--- config.mk ---
export PLATFORM = sky130hd
export DESIGN_NAME = eerd_master
export DESIGN_NICKNAME = d
export VERILOG_FILES = /design/src/rtl/eerd_pkg.sv /design/src/rtl/eerd_pacer.sv /design/src/rtl/eerd_limit_ctr.sv /design/src/rtl/eerd_master.sv
export SDC_FILE = /design/constraint.sdc
export NUM_CORES = 1
export LEC_CHECK = 0
export ABC_AREA = 1
export BUFFER_PORTS_ARGS = -buffer_cell sky130_fd_sc_hd__buf_2
export CAP_MARGIN = 30
export CORE_ASPECT_RATIO = 0.8
export CORE_MARGIN = 2
export CORE_UTILIZATION = 50
export CTS_BUF_LIST = sky130_fd_sc_hd__clkbuf_8
export DETAILED_ROUTE_END_ITERATION = 6
export GPL_TIMING_DRIVEN = 0
export PLACE_DENSITY_LB_ADDON = 0.15
export SLEW_MARGIN = 0
export SYNTH_ARGS = -nofsm -noshare
export SYNTH_HDL_FRONTEND = slang
export SYNTH_SLANG_ARGS = --single-unit
--- constraint.sdc ---
create_clock -name clk -period 3.14 [get_ports clk]
set_input_delay 0.314 -clock clk [delete_from_list [all_inputs] [get_ports clk]]
set_output_delay 0.314 -clock clk [all_outputs]
set_load 0.005 [all_outputs]
--- src/rtl/eerd_pkg.sv ---
package eerd_pkg;

  localparam int unsigned BYTE_W = 8;

  typedef enum logic [3:0] {
    PH_IDLE,
    PH_WSTART,
    PH_WCMD,
    PH_WACK,
    PH_ADDR,
    PH_AACK,
    PH_RSTART,
    PH_RCMD,
    PH_RACK,
    PH_RDATA,
    PH_NACK
  } phase_e;

  typedef struct packed {
    logic scl;
    logic sda;
  } step_t;

  function automatic logic is_start(phase_e ph);
    return (ph == PH_WSTART) || (ph == PH_RSTART);
  endfunction

  function automatic logic is_wbyte(phase_e ph);
    return (ph == PH_WCMD) || (ph == PH_ADDR) || (ph == PH_RCMD);
  endfunction

  function automatic logic is_rbit(phase_e ph);
    return (ph == PH_WACK) || (ph == PH_AACK) || (ph == PH_RACK) ||
           (ph == PH_RDATA) || (ph == PH_NACK);
  endfunction

  // index of the final sub-step of one unit (start, sent bit, read bit)
  function automatic logic [1:0] last_sub(phase_e ph);
    return is_wbyte(ph) ? 2'd2 : 2'd3;
  endfunction

  // bit idx 0 is the most significant bit
  function automatic logic pick_bit(logic [BYTE_W-1:0] v, logic [2:0] idx);
    return v[3'd7 - idx];
  endfunction

  function automatic logic [BYTE_W-1:0] shift_in(logic [BYTE_W-1:0] acc, logic b);
    return {acc[BYTE_W-2:0], b};
  endfunction

  function automatic step_t step_for(phase_e ph, logic [1:0] sub, logic bitv);
    step_t s;
    s.scl = 1'b0;
    s.sda = 1'b1;
    if (is_start(ph)) begin
      s.scl = (sub == 2'd1) || (sub == 2'd2);
      s.sda = (sub != 2'd2);
    end else if (is_wbyte(ph)) begin
      s.scl = (sub == 2'd1);
      s.sda = bitv;
    end else if (is_rbit(ph)) begin
      s.scl = (sub == 2'd1) || (sub == 2'd2);
      s.sda = 1'b1;
    end
    return s;
  endfunction

endpackage

--- src/rtl/eerd_pacer.sv ---
module eerd_pacer #(
  parameter int unsigned SETTLE_CYC = 8
) (
  input  logic           clk,
  input  logic           rst_n,
  input  logic           issue_i,
  input  logic           release_i,
  input  eerd_pkg::step_t step_i,
  input  logic           sample_en_i,
  input  logic           sda_i,
  output logic           scl_o,
  output logic           sda_o,
  output logic           en_o,
  output logic           ready_o,
  output logic           step_end_o,
  output logic           samp_o
);
  localparam int unsigned CW = $clog2(SETTLE_CYC + 1);

  logic [CW-1:0] cnt_q;

  assign ready_o    = (cnt_q <= CW'(1));
  assign step_end_o = (cnt_q == CW'(1));

  always_ff @(posedge clk or negedge rst_n) begin
    if (!rst_n) begin
      cnt_q  <= '0;
      en_o   <= 1'b0;
      scl_o  <= 1'b0;
      sda_o  <= 1'b1;
      samp_o <= 1'b1;
    end else begin
      if (issue_i) begin
        en_o  <= 1'b1;
        scl_o <= step_i.scl;
        sda_o <= step_i.sda;
        cnt_q <= CW'(SETTLE_CYC);
      end else if (release_i) begin
        en_o  <= 1'b0;
        scl_o <= 1'b0;
        sda_o <= 1'b1;
        cnt_q <= '0;
      end else if (cnt_q != '0) begin
        cnt_q <= cnt_q - CW'(1);
      end
      if (step_end_o && sample_en_i) samp_o <= sda_i;
    end
  end
endmodule

--- src/rtl/eerd_limit_ctr.sv ---
module eerd_limit_ctr #(
  parameter int unsigned LIMIT = 10
) (
  input  logic                           clk,
  input  logic                           rst_n,
  input  logic                           clr_i,
  input  logic                           inc_i,
  output logic [$clog2(LIMIT+1)-1:0]     val_o,
  output logic                           last_o
);
  localparam int unsigned VW = $clog2(LIMIT + 1);

  assign last_o = (val_o == VW'(LIMIT - 1));

  always_ff @(posedge clk or negedge rst_n) begin
    if (!rst_n)      val_o <= '0;
    else if (clr_i)  val_o <= '0;
    else if (inc_i)  val_o <= val_o + VW'(1);
  end
endmodule

--- src/rtl/eerd_master.sv ---
module eerd_master #(
  parameter int unsigned SETTLE_CYC = 8,
  parameter logic [7:0]  WR_CMD     = 8'hA0,
  parameter logic [7:0]  RD_CMD     = 8'hA1,
  parameter int unsigned RETRY_MAX  = 10,
  parameter int unsigned POLL_MAX   = 10
) (
  input  logic       clk,
  input  logic       rst_n,
  input  logic       req_i,
  input  logic [7:0] addr_i,
  output logic       valid_o,
  output logic [7:0] data_o,
  output logic       scl_o,
  output logic       sda_o,
  output logic       en_o,
  input  logic       sda_i
);
  import eerd_pkg::*;

  localparam int unsigned RVW = $clog2(RETRY_MAX + 1);
  localparam int unsigned PVW = $clog2(POLL_MAX + 1);

  phase_e       phase_q, nph;
  logic [1:0]   sub_q, nsub;
  logic [2:0]   bit_q, nbit;
  logic [7:0]   addr_q, shreg_q;

  // named internal events
  logic accept, adv, issue, fin_ok, fin_fail, sh_shift;
  logic retry_clr, retry_inc, poll_clr, poll_inc;
  logic ready, step_end, samp, sample_en;
  logic retry_last, poll_last;
  logic [RVW-1:0] retry_val;
  logic [PVW-1:0] poll_val;
  logic [7:0] nbyte;
  step_t      nstep;

  assign accept    = (phase_q == PH_IDLE) && req_i;
  assign adv       = (phase_q != PH_IDLE) && ready;
  assign sample_en = is_rbit(phase_q) && (sub_q == 2'd1);

  eerd_pacer #(.SETTLE_CYC(SETTLE_CYC)) u_pacer (
    .clk(clk), .rst_n(rst_n),
    .issue_i(issue), .release_i(fin_ok | fin_fail),
    .step_i(nstep), .sample_en_i(sample_en), .sda_i(sda_i),
    .scl_o(scl_o), .sda_o(sda_o), .en_o(en_o),
    .ready_o(ready), .step_end_o(step_end), .samp_o(samp)
  );

  eerd_limit_ctr #(.LIMIT(RETRY_MAX)) u_retry (
    .clk(clk), .rst_n(rst_n), .clr_i(retry_clr), .inc_i(retry_inc),
    .val_o(retry_val), .last_o(retry_last)
  );

  eerd_limit_ctr #(.LIMIT(POLL_MAX)) u_poll (
    .clk(clk), .rst_n(rst_n), .clr_i(poll_clr), .inc_i(poll_inc),
    .val_o(poll_val), .last_o(poll_last)
  );

  // byte on the wire for the phase about to be entered
  always_comb begin
    case (nph)
      PH_WCMD: nbyte = WR_CMD;
      PH_ADDR: nbyte = accept ? addr_i : addr_q;
      default: nbyte = RD_CMD;
    endcase
    nstep = step_for(nph, nsub, pick_bit(nbyte, nbit));
  end

  always_comb begin
    nph = phase_q; nsub = sub_q; nbit = bit_q;
    issue = 1'b0; fin_ok = 1'b0; fin_fail = 1'b0; sh_shift = 1'b0;
    retry_clr = 1'b0; retry_inc = 1'b0; poll_clr = 1'b0; poll_inc = 1'b0;
    if (accept) begin
      nph = PH_WSTART; nsub = 2'd0; nbit = 3'd0;
      issue = 1'b1; retry_clr = 1'b1; poll_clr = 1'b1;
    end else if (adv) begin
      if (sub_q != last_sub(phase_q)) begin
        nsub = sub_q + 2'd1;
        issue = 1'b1;
      end else begin
        nsub = 2'd0;
        case (phase_q)
          PH_WSTART, PH_RSTART: begin
            nph   = (phase_q == PH_WSTART) ? PH_WCMD : PH_RCMD;
            nbit  = 3'd0;
            issue = 1'b1;
          end
          PH_WCMD, PH_ADDR, PH_RCMD: begin
            issue = 1'b1;
            if (bit_q == 3'd7) begin
              poll_clr = 1'b1;
              case (phase_q)
                PH_WCMD: nph = PH_WACK;
                PH_ADDR: nph = PH_AACK;
                default: nph = PH_RACK;
              endcase
            end else begin
              nbit = bit_q + 3'd1;
            end
          end
          PH_WACK, PH_RACK: begin
            if (!samp) begin
              issue = 1'b1; poll_clr = 1'b1; nbit = 3'd0;
              nph = (phase_q == PH_WACK) ? PH_ADDR : PH_RDATA;
            end else if (!poll_last) begin
              issue = 1'b1; poll_inc = 1'b1;
            end else if (!retry_last) begin
              issue = 1'b1; poll_clr = 1'b1; retry_inc = 1'b1;
              nph = (phase_q == PH_WACK) ? PH_WSTART : PH_RSTART;
            end else begin
              fin_fail = 1'b1; nph = PH_IDLE;
            end
          end
          PH_AACK: begin
            if (!samp) begin
              issue = 1'b1; poll_clr = 1'b1; retry_clr = 1'b1;
              nph = PH_RSTART;
            end else if (!poll_last) begin
              issue = 1'b1; poll_inc = 1'b1;
            end else begin
              fin_fail = 1'b1; nph = PH_IDLE;
            end
          end
          PH_RDATA: begin
            sh_shift = 1'b1; issue = 1'b1;
            if (bit_q == 3'd7) begin
              nph = PH_NACK; poll_clr = 1'b1;
            end else begin
              nbit = bit_q + 3'd1;
            end
          end
          PH_NACK: begin
            if (samp) begin
              fin_ok = 1'b1; nph = PH_IDLE;
            end else if (!poll_last) begin
              issue = 1'b1; poll_inc = 1'b1;
            end else begin
              fin_fail = 1'b1; nph = PH_IDLE;
            end
          end
          default: nph = PH_IDLE;
        endcase
      end
    end
  end

  always_ff @(posedge clk or negedge rst_n) begin
    if (!rst_n) begin
      phase_q <= PH_IDLE;
      sub_q   <= 2'd0;
      bit_q   <= 3'd0;
      addr_q  <= 8'h00;
      shreg_q <= 8'h00;
      valid_o <= 1'b0;
      data_o  <= 8'hFF;
    end else begin
      phase_q <= nph;
      sub_q   <= nsub;
      bit_q   <= nbit;
      if (accept)   addr_q  <= addr_i;
      if (sh_shift) shreg_q <= shift_in(shreg_q, samp);
      valid_o <= fin_ok | fin_fail;
      if (fin_fail)    data_o <= 8'hFF;
      else if (fin_ok) data_o <= shreg_q;
    end
  end
endmodule

# Yosys cells after proc, flatten, opt, wreduce, memory -nomap -nowiden
# Index checks and enable logic that the tools add are counted.
# word_totals
wordCells,182
output_inout_bits,12
in_bits,12
ff_bits,50
# classes
eq_ne,29
bitwise,1
mux,98
n_addsub,6
order_cmp,2
n_reduce_logical,32
# ops
operator,n
4-bit 2-to-1 mux,18
1-bit 2-to-1 mux,54
"4-bit by 3-bit equality test with 1-bit output, second input constant",8
"4-bit equality test, second input constant",8
3-bit 2-to-1 mux,8
8-bit 2-to-1 mux,3
4-bit case mux with 6 select lines,1
"4-bit by 2-bit equality test with 1-bit output, second input constant",4
8-bit case mux with 2 select lines,1
1-bit logical OR,14
"4-bit by 1-bit equality test with 1-bit output, second input constant",3
2-bit 2-to-1 mux,6
3-bit case mux with 3 select lines,1
"4-bit by 1-bit adder with 4-bit output, second input constant",2
4-bit case mux with 2 select lines,1
2-bit nonzero test,4
4-bit nonzero test,2
1-bit case mux with 3 select lines,2
3-bit OR reduction,2
6-bit OR reduction,1
"2-bit by 1-bit equality test with 1-bit output, second input constant",2
"4-bit by 1-bit <= comparator with 1-bit output, second input constant",1
1-bit logical AND,4
4-bit zero test,1
16 further kinds,17

# Logic depth before layout (Yosys ltp)
# logic_depth
ltp_word,18
depth_mapped,21
depth_no_buf,21

# Cells and area by module
# A second synthesis with hierarchy kept.
# hier_totals
hier_cells,443
hier_area_um2,3279.4
# by_module_without_submodules
module,area_per_inst_um2,instances,cells_each,seq_area_each_um2
eerd_master,2402.3,1,341,860.8
eerd_limit_ctr,225.2,2,27,100.1
eerd_pacer,426.7,1,48,202.7

# Worst setup path before layout
# No wires, ideal clock.
# synth_timing
path_type,register to register
start,register u_pacer.cnt_q[0]
end,register u_pacer.sda_o
n_path_buf,1
period_less_slack_ns,2.149
setup_slack_ns,0.991
stages_incl_launch_ff,20
required_time_ns,3.072
setup_ns,0.068
t_arrival_ns,2.081
cell_sequence,dfrtp_1 > inv_1 > ha_1 > nand2_2 > a21oi_4 > inv_1 > nor2_2 > buf_6 > nand2_1 > nand2_2 > nand3_2 > nand2_1 > nand3_1 > nand2_1 > nand2_1 > nand2_1 > nand2_1 > nand2_1 > nand2_1 > a21oi_2
# synth_via
elab_chain_cells,11
elab_cells_between_ends,32
classes_between,1 x add/sub; 1 x order compare; 6 x eq/ne; 18 x mux; 1 x bitwise; 5 x reduce/logical
# synth_rtl
element,line,rtl
start: declaration,eerd_pacer.sv:20,logic [CW-1:0] cnt_q;
start signal: assignment,eerd_pacer.sv:37,cnt_q <= CW'(SETTLE_CYC);
start signal: assignment,eerd_pacer.sv:44,cnt_q <= cnt_q - CW'(1);
4-bit by 1-bit <= comparator with 1-bit output *,eerd_pacer.sv:22,assign ready_o = (cnt_q <= CW'(1));
1-bit logical AND *,eerd_master.sv:40,assign adv = (phase_q != PH_IDLE) && ready;
4-bit 2-to-1 mux,eerd_master.sv:78,end else if (adv) begin
4-bit 2-to-1 mux,eerd_master.sv:75,if (accept) begin
4-bit by 3-bit equality test with 1-bit output / 4-bit by 2-bit equality test with 1-bit output (equally long branches),"eerd_pkg.sv:29, eerd_master.sv:63",
8-bit case mux with 2 select lines,eerd_master.sv:63,case (nph)
1-bit binary-select mux with 3-bit select,eerd_pkg.sv:44,return v[3'd7 - idx];
1-bit 2-to-1 mux (implied by the code),eerd_pkg.sv:44,
2-bit 2-to-1 mux,eerd_pkg.sv:58,end else if (is_wbyte(ph)) begin
2-bit 2-to-1 mux,eerd_pkg.sv:55,if (is_start(ph)) begin
1-bit 2-to-1 mux,eerd_pacer.sv:33,if (issue_i) begin
end signal: assignment,eerd_pacer.sv:36,sda_o <= step_i.sda;
end: declaration,eerd_pacer.sv:12,"output logic sda_o,"
# Every way passes the cells marked *; elsewhere a longest branch is shown, timed or not. The select of a mux whose other input is x is not followed.
# A chain may end at the register's enable or synchronous reset.

# Worst setup path in the final report
# layout_timing
start,register u_poll.val_o[1]
end,register u_pacer.scl_o
# layout_via
elab_chain_cells,16
elab_cells_between_ends,51
classes_between,11 x eq/ne; 31 x mux; 1 x bitwise; 8 x reduce/logical
# layout_rtl
element,line,rtl
start: declaration,eerd_limit_ctr.sv:8,"output logic [$clog2(LIMIT+1)-1:0] val_o,"
start signal: assignment,eerd_limit_ctr.sv:18,else if (inc_i) val_o <= val_o + VW'(1);
4-bit equality test *,eerd_limit_ctr.sv:13,assign last_o = (val_o == VW'(LIMIT - 1));
"4-bit 2-to-1 mux, on equally long branches","eerd_master.sv:120, eerd_master.sv:137, eerd_master.sv:107",
"4-bit 2-to-1 mux, on equally long branches","eerd_master.sv:135, eerd_master.sv:104, eerd_master.sv:117",
4-bit case mux with 6 select lines *,eerd_master.sv:84,case (phase_q)
4-bit 2-to-1 mux *,eerd_master.sv:79,if (sub_q != last_sub(phase_q)) begin
4-bit 2-to-1 mux *,eerd_master.sv:78,
4-bit 2-to-1 mux *,eerd_master.sv:75,
net nph[3],eerd_master.sv:24,"phase_e phase_q, nph;"
4-bit by 2-bit equality test with 1-bit output / 4-bit by 3-bit equality test with 1-bit output (equally long branches),eerd_pkg.sv:33,return (ph == PH_WACK) || (ph == PH_AACK) || (ph == PH_RACK) ||
1-bit logical OR (3 in a row),eerd_pkg.sv:33,
1-bit logical OR,eerd_pkg.sv:34,(ph == PH_RDATA) || (ph == PH_NACK);
2-bit 2-to-1 mux,eerd_pkg.sv:61,end else if (is_rbit(ph)) begin
2-bit 2-to-1 mux,eerd_pkg.sv:58,
2-bit 2-to-1 mux *,eerd_pkg.sv:55,
1-bit 2-to-1 mux *,eerd_pacer.sv:33,
end signal: assignment,eerd_pacer.sv:35,scl_o <= step_i.scl;
end: declaration,eerd_pacer.sv:11,"output logic scl_o,"
# The timed path passes the listed nets; every way through them passes the cells marked *.

==> flow_metrics.tcl <==
set metrics [dict create \
    tightest_slew_ps 585 \
    root_buffer "clkbuf_8" \
    synth_warnings 0 \
    cts_resized 0 \
    whs_ps -9.99 \
    hold_class "input pin to asynchronous set/reset pin" \
    grt_usage 0.219 \
    cts_inserted_buffers 5 \
    multi_input_area_mm2 0.00157 \
    cts.sinks 50 \
    synthArstFlopShare 1.00 \
    fmax_ghz 0.374 \
    insertion_delay_ps 310 \
    criticalPathCategory "flip-flop to flip-flop" \
    drtIter0Drc 165 \
    top_layer "met4" \
    ant_nets 0 \
    synth_cells 410 \
    synth_fp_nets 432 \
    yosys-top-cells-area "dfrtp_1 33%, nand2_1 12%, dfstp_2 8.5%, inv_1 6.6%, nor2_1 5.1%" \
    regToRegEndpoint "u_pacer.scl_o" \
    synth_edf_count 0 \
    grt_max_degree 27 \
    vias 2692 \
    hold_buffers 0 \
    finClkSkew_ps 7.27 \
    tritoncts "built" \
    met2_length_mm 2.89 \
    place.port_buffers 23 \
    hpwl_mm 5.40 \
    grt_pass1_vias 2483 \
    final-seq-area_mm2 0.00126 \
    std_cell_rows 25 \
    synth_top_area_frac 0.325 \
    grt_pass1_wl_mm 11.8 \
    reg2reg_from "u_poll.val_o[1]" \
    cts.path.max_buffers 2 \
    slew_violations 0 \
    regToRegSetupSlack_ps 470 \
    viasPerCell 5.15 \
    worstSetupEndpointType "flip-flop" \
    cp-start-kind "flip-flop" \
    power.leakage_uw 0.00178 \
    cts_setup_buffers 0 \
    yosys.area.top_type "dfrtp_1" \
    synth_area_per_cell_um2 7.50 \
    ys_seq_area_frac 0.411 \
    power.density_mw_per_mm2 316 \
    critPathMaxFanout 6 \
    die_h_um 74.1 \
    cp.arrival_ps 2930 \
    routed-wl-met3_um 349 \
    start_util 0.520 \
    violations "hold timing" \
    dr.pass1.iters 4 \
    final_core_util 0.577 \
    cap_violations 0 \
    finalHoldViolations 7 \
    drive_gt1_frac 0.204 \
    pin_count 24 \
    period_minus_slack_ps 2670 \
    h-tree-depth 2 \
    cp.required_ps 3390 \
    gp_congestion 0.935 \
    ir_worst_vdd_mv 0.139 \
    diodes 0 \
    drt_wl_total_mm 6.90 \
    period_share 0.852 \
    nets 463 \
    synth-seq-cells 50 \
    status "complete, but fails checks" \
    grt_overflow 0 \
    wl_met1_mm 3.59 \
    area_growth_pct 10.9 \
    final-setup-viol-count 0 \
    coreArea_mm2 0.00591 \
    nFillCells 574 \
    die-width_um 91.7 \
    synth_cell_types 38 \
    synth_ff_type "dfrtp_1" \
    max_slew_margin 0.610 \
    antenna_found_initial 0 \
    drc_errors 0 \
    r2r_cells 18 \
    rsz0062_at_grt "false" \
    die-area_mm2 0.00680 \
    finalSetupTns_ps 0 \
    syn_area_mm2 0.00308 \
    wl_per_cell_um 13.2 \
    cts.reportedPaths.clkPinSlew_ps 100 \
]
==> where the power goes <==
group | internal, uW | switching, uW
Sequential | 645 | 0.184
Clock | 166 | 240
Combinational | 8.59 | 18.9
Total | 820 | 259
==> Yosys cell counts, types with 2 or more instances <==
cell type,number
clkbuf_1,2
xor2_1,2
nand2_1,96
a211oi_1,2
dfrtp_1,40
mux2_2,3
buf_2,2
a21oi_1,18
dfstp_2,10
inv_2,3
inv_1,54
nand4_1,7
nand2_2,13
ha_1,10
nor2_1,42
nand3_1,30
or2_2,7
nand3_2,3
o21ai_0,29
nor3_1,4
o211ai_1,6
nor2_2,11
==> per-layer routing <==
metal / global-route usage / vias up
li1: - / 1393
met4: 0.0505 / 0
met3: 0.0334 / 7
met1: 0.340 / 1233
met5: 0 / -
met2: 0.324 / 59
==> layout by cell type (no fill, tap or decap), types with 2 or more instances in the layout <==
master     n
a211oi_1   2
a21oi_1   18
buf_2     25
clkbuf_1   2
clkbuf_8   5
clkinv_4   2
dfrtp_1   40
dfstp_2   10
ha_1      10
inv_1     54
inv_2      3
mux2_2     3
nand2_1   96
nand2_2   13
nand3_1   30
nand3_2    3
nand4_1    7
nor2_1    42
nor2_2    11
nor3_1     4
o211ai_1   6
o21ai_0   29
or2_2      7
xor2_1     2
==> worst max-delay path, stage by stage (launching register included) <==
cell and delay (ps):
dfrtp_1 420, inv_1 80, ha_1 160, nand2_1 60
nor2_1 340, nor2_1 100, inv_1 120, nor2_1 50
o21ai_0 150, nand3_1 100, nand2_1 110, nand2_2 80
inv_1 90, nand2_1 100, o22ai_2 220, nor2_1 100
o22ai_1 200, nand2_1 80, nand2_1 60
==> cell type report <==
class                      instances  area share
inverter                          57      0.0628
timing repair buffer              24      0.0396
clock buffer                       5      0.0202
buffer                             5     0.00844
sequential                        50       0.371
tap                               81      0.0297
clock inverter                     3     0.00844
multi-input combinational        298       0.460
==> sequential cells by signal, summed over array words and instances, names as in the netlist, 3 cells and up <==
| register | count |
|---|---|
| u_pacer.cnt_q | 4 |
| phase_q | 4 |
| addr_q | 8 |
| u_retry.val_o | 4 |
| data_o | 8 |
| bit_q | 3 |
| shreg_q | 8 |
| u_poll.val_o | 4 |
==> per-stage QoR <==
step	cells	area, um2	setup slack, ps	power [uW]
global placement	514	3290	541	683
detailed placement	515	3310	562	686
CTS	523	3410	531	1100
global route	523	3410	176	1130
finish	523	3410	466	1080
floorplan	410	3080	991	662
==> logic make-up (layout without fill, tap and decap cells) <==
logic type | count (synthesis) | count (layout) | share of synthesized area
AND/OR/NAND/NOR | 218 | 218 | 0.328
AO/OA/AOI/OAI | 64 | 64 | 0.122
buffers and inverters | 62 | 94 | 0.0789
flip-flops | 50 | 50 | 0.411
adder cells (fa/ha/maj) | 10 | 10 | 0.0407
XOR/XNOR | 3 | 3 | 0.00855
multiplexers | 3 | 3 | 0.0110
==> worst max-delay path by stage <==
| stage | to | start | slack [ps] |
|---|---|---|---|
| finish | u_pacer.scl_o | u_poll.val_o[1] | 470 |
| detailed placement | u_pacer.sda_o | u_pacer.cnt_q[0] | 560 |
| floorplan | u_pacer.sda_o | u_pacer.cnt_q[0] | 990 |
| global route | u_pacer.sda_o | u_poll.val_o[1] | 180 |
| global placement | u_pacer.scl_o | u_poll.val_o[1] | 540 |
| CTS | u_pacer.scl_o | u_poll.val_o[1] | 530 |
Power figures use the tool's default switching activity.
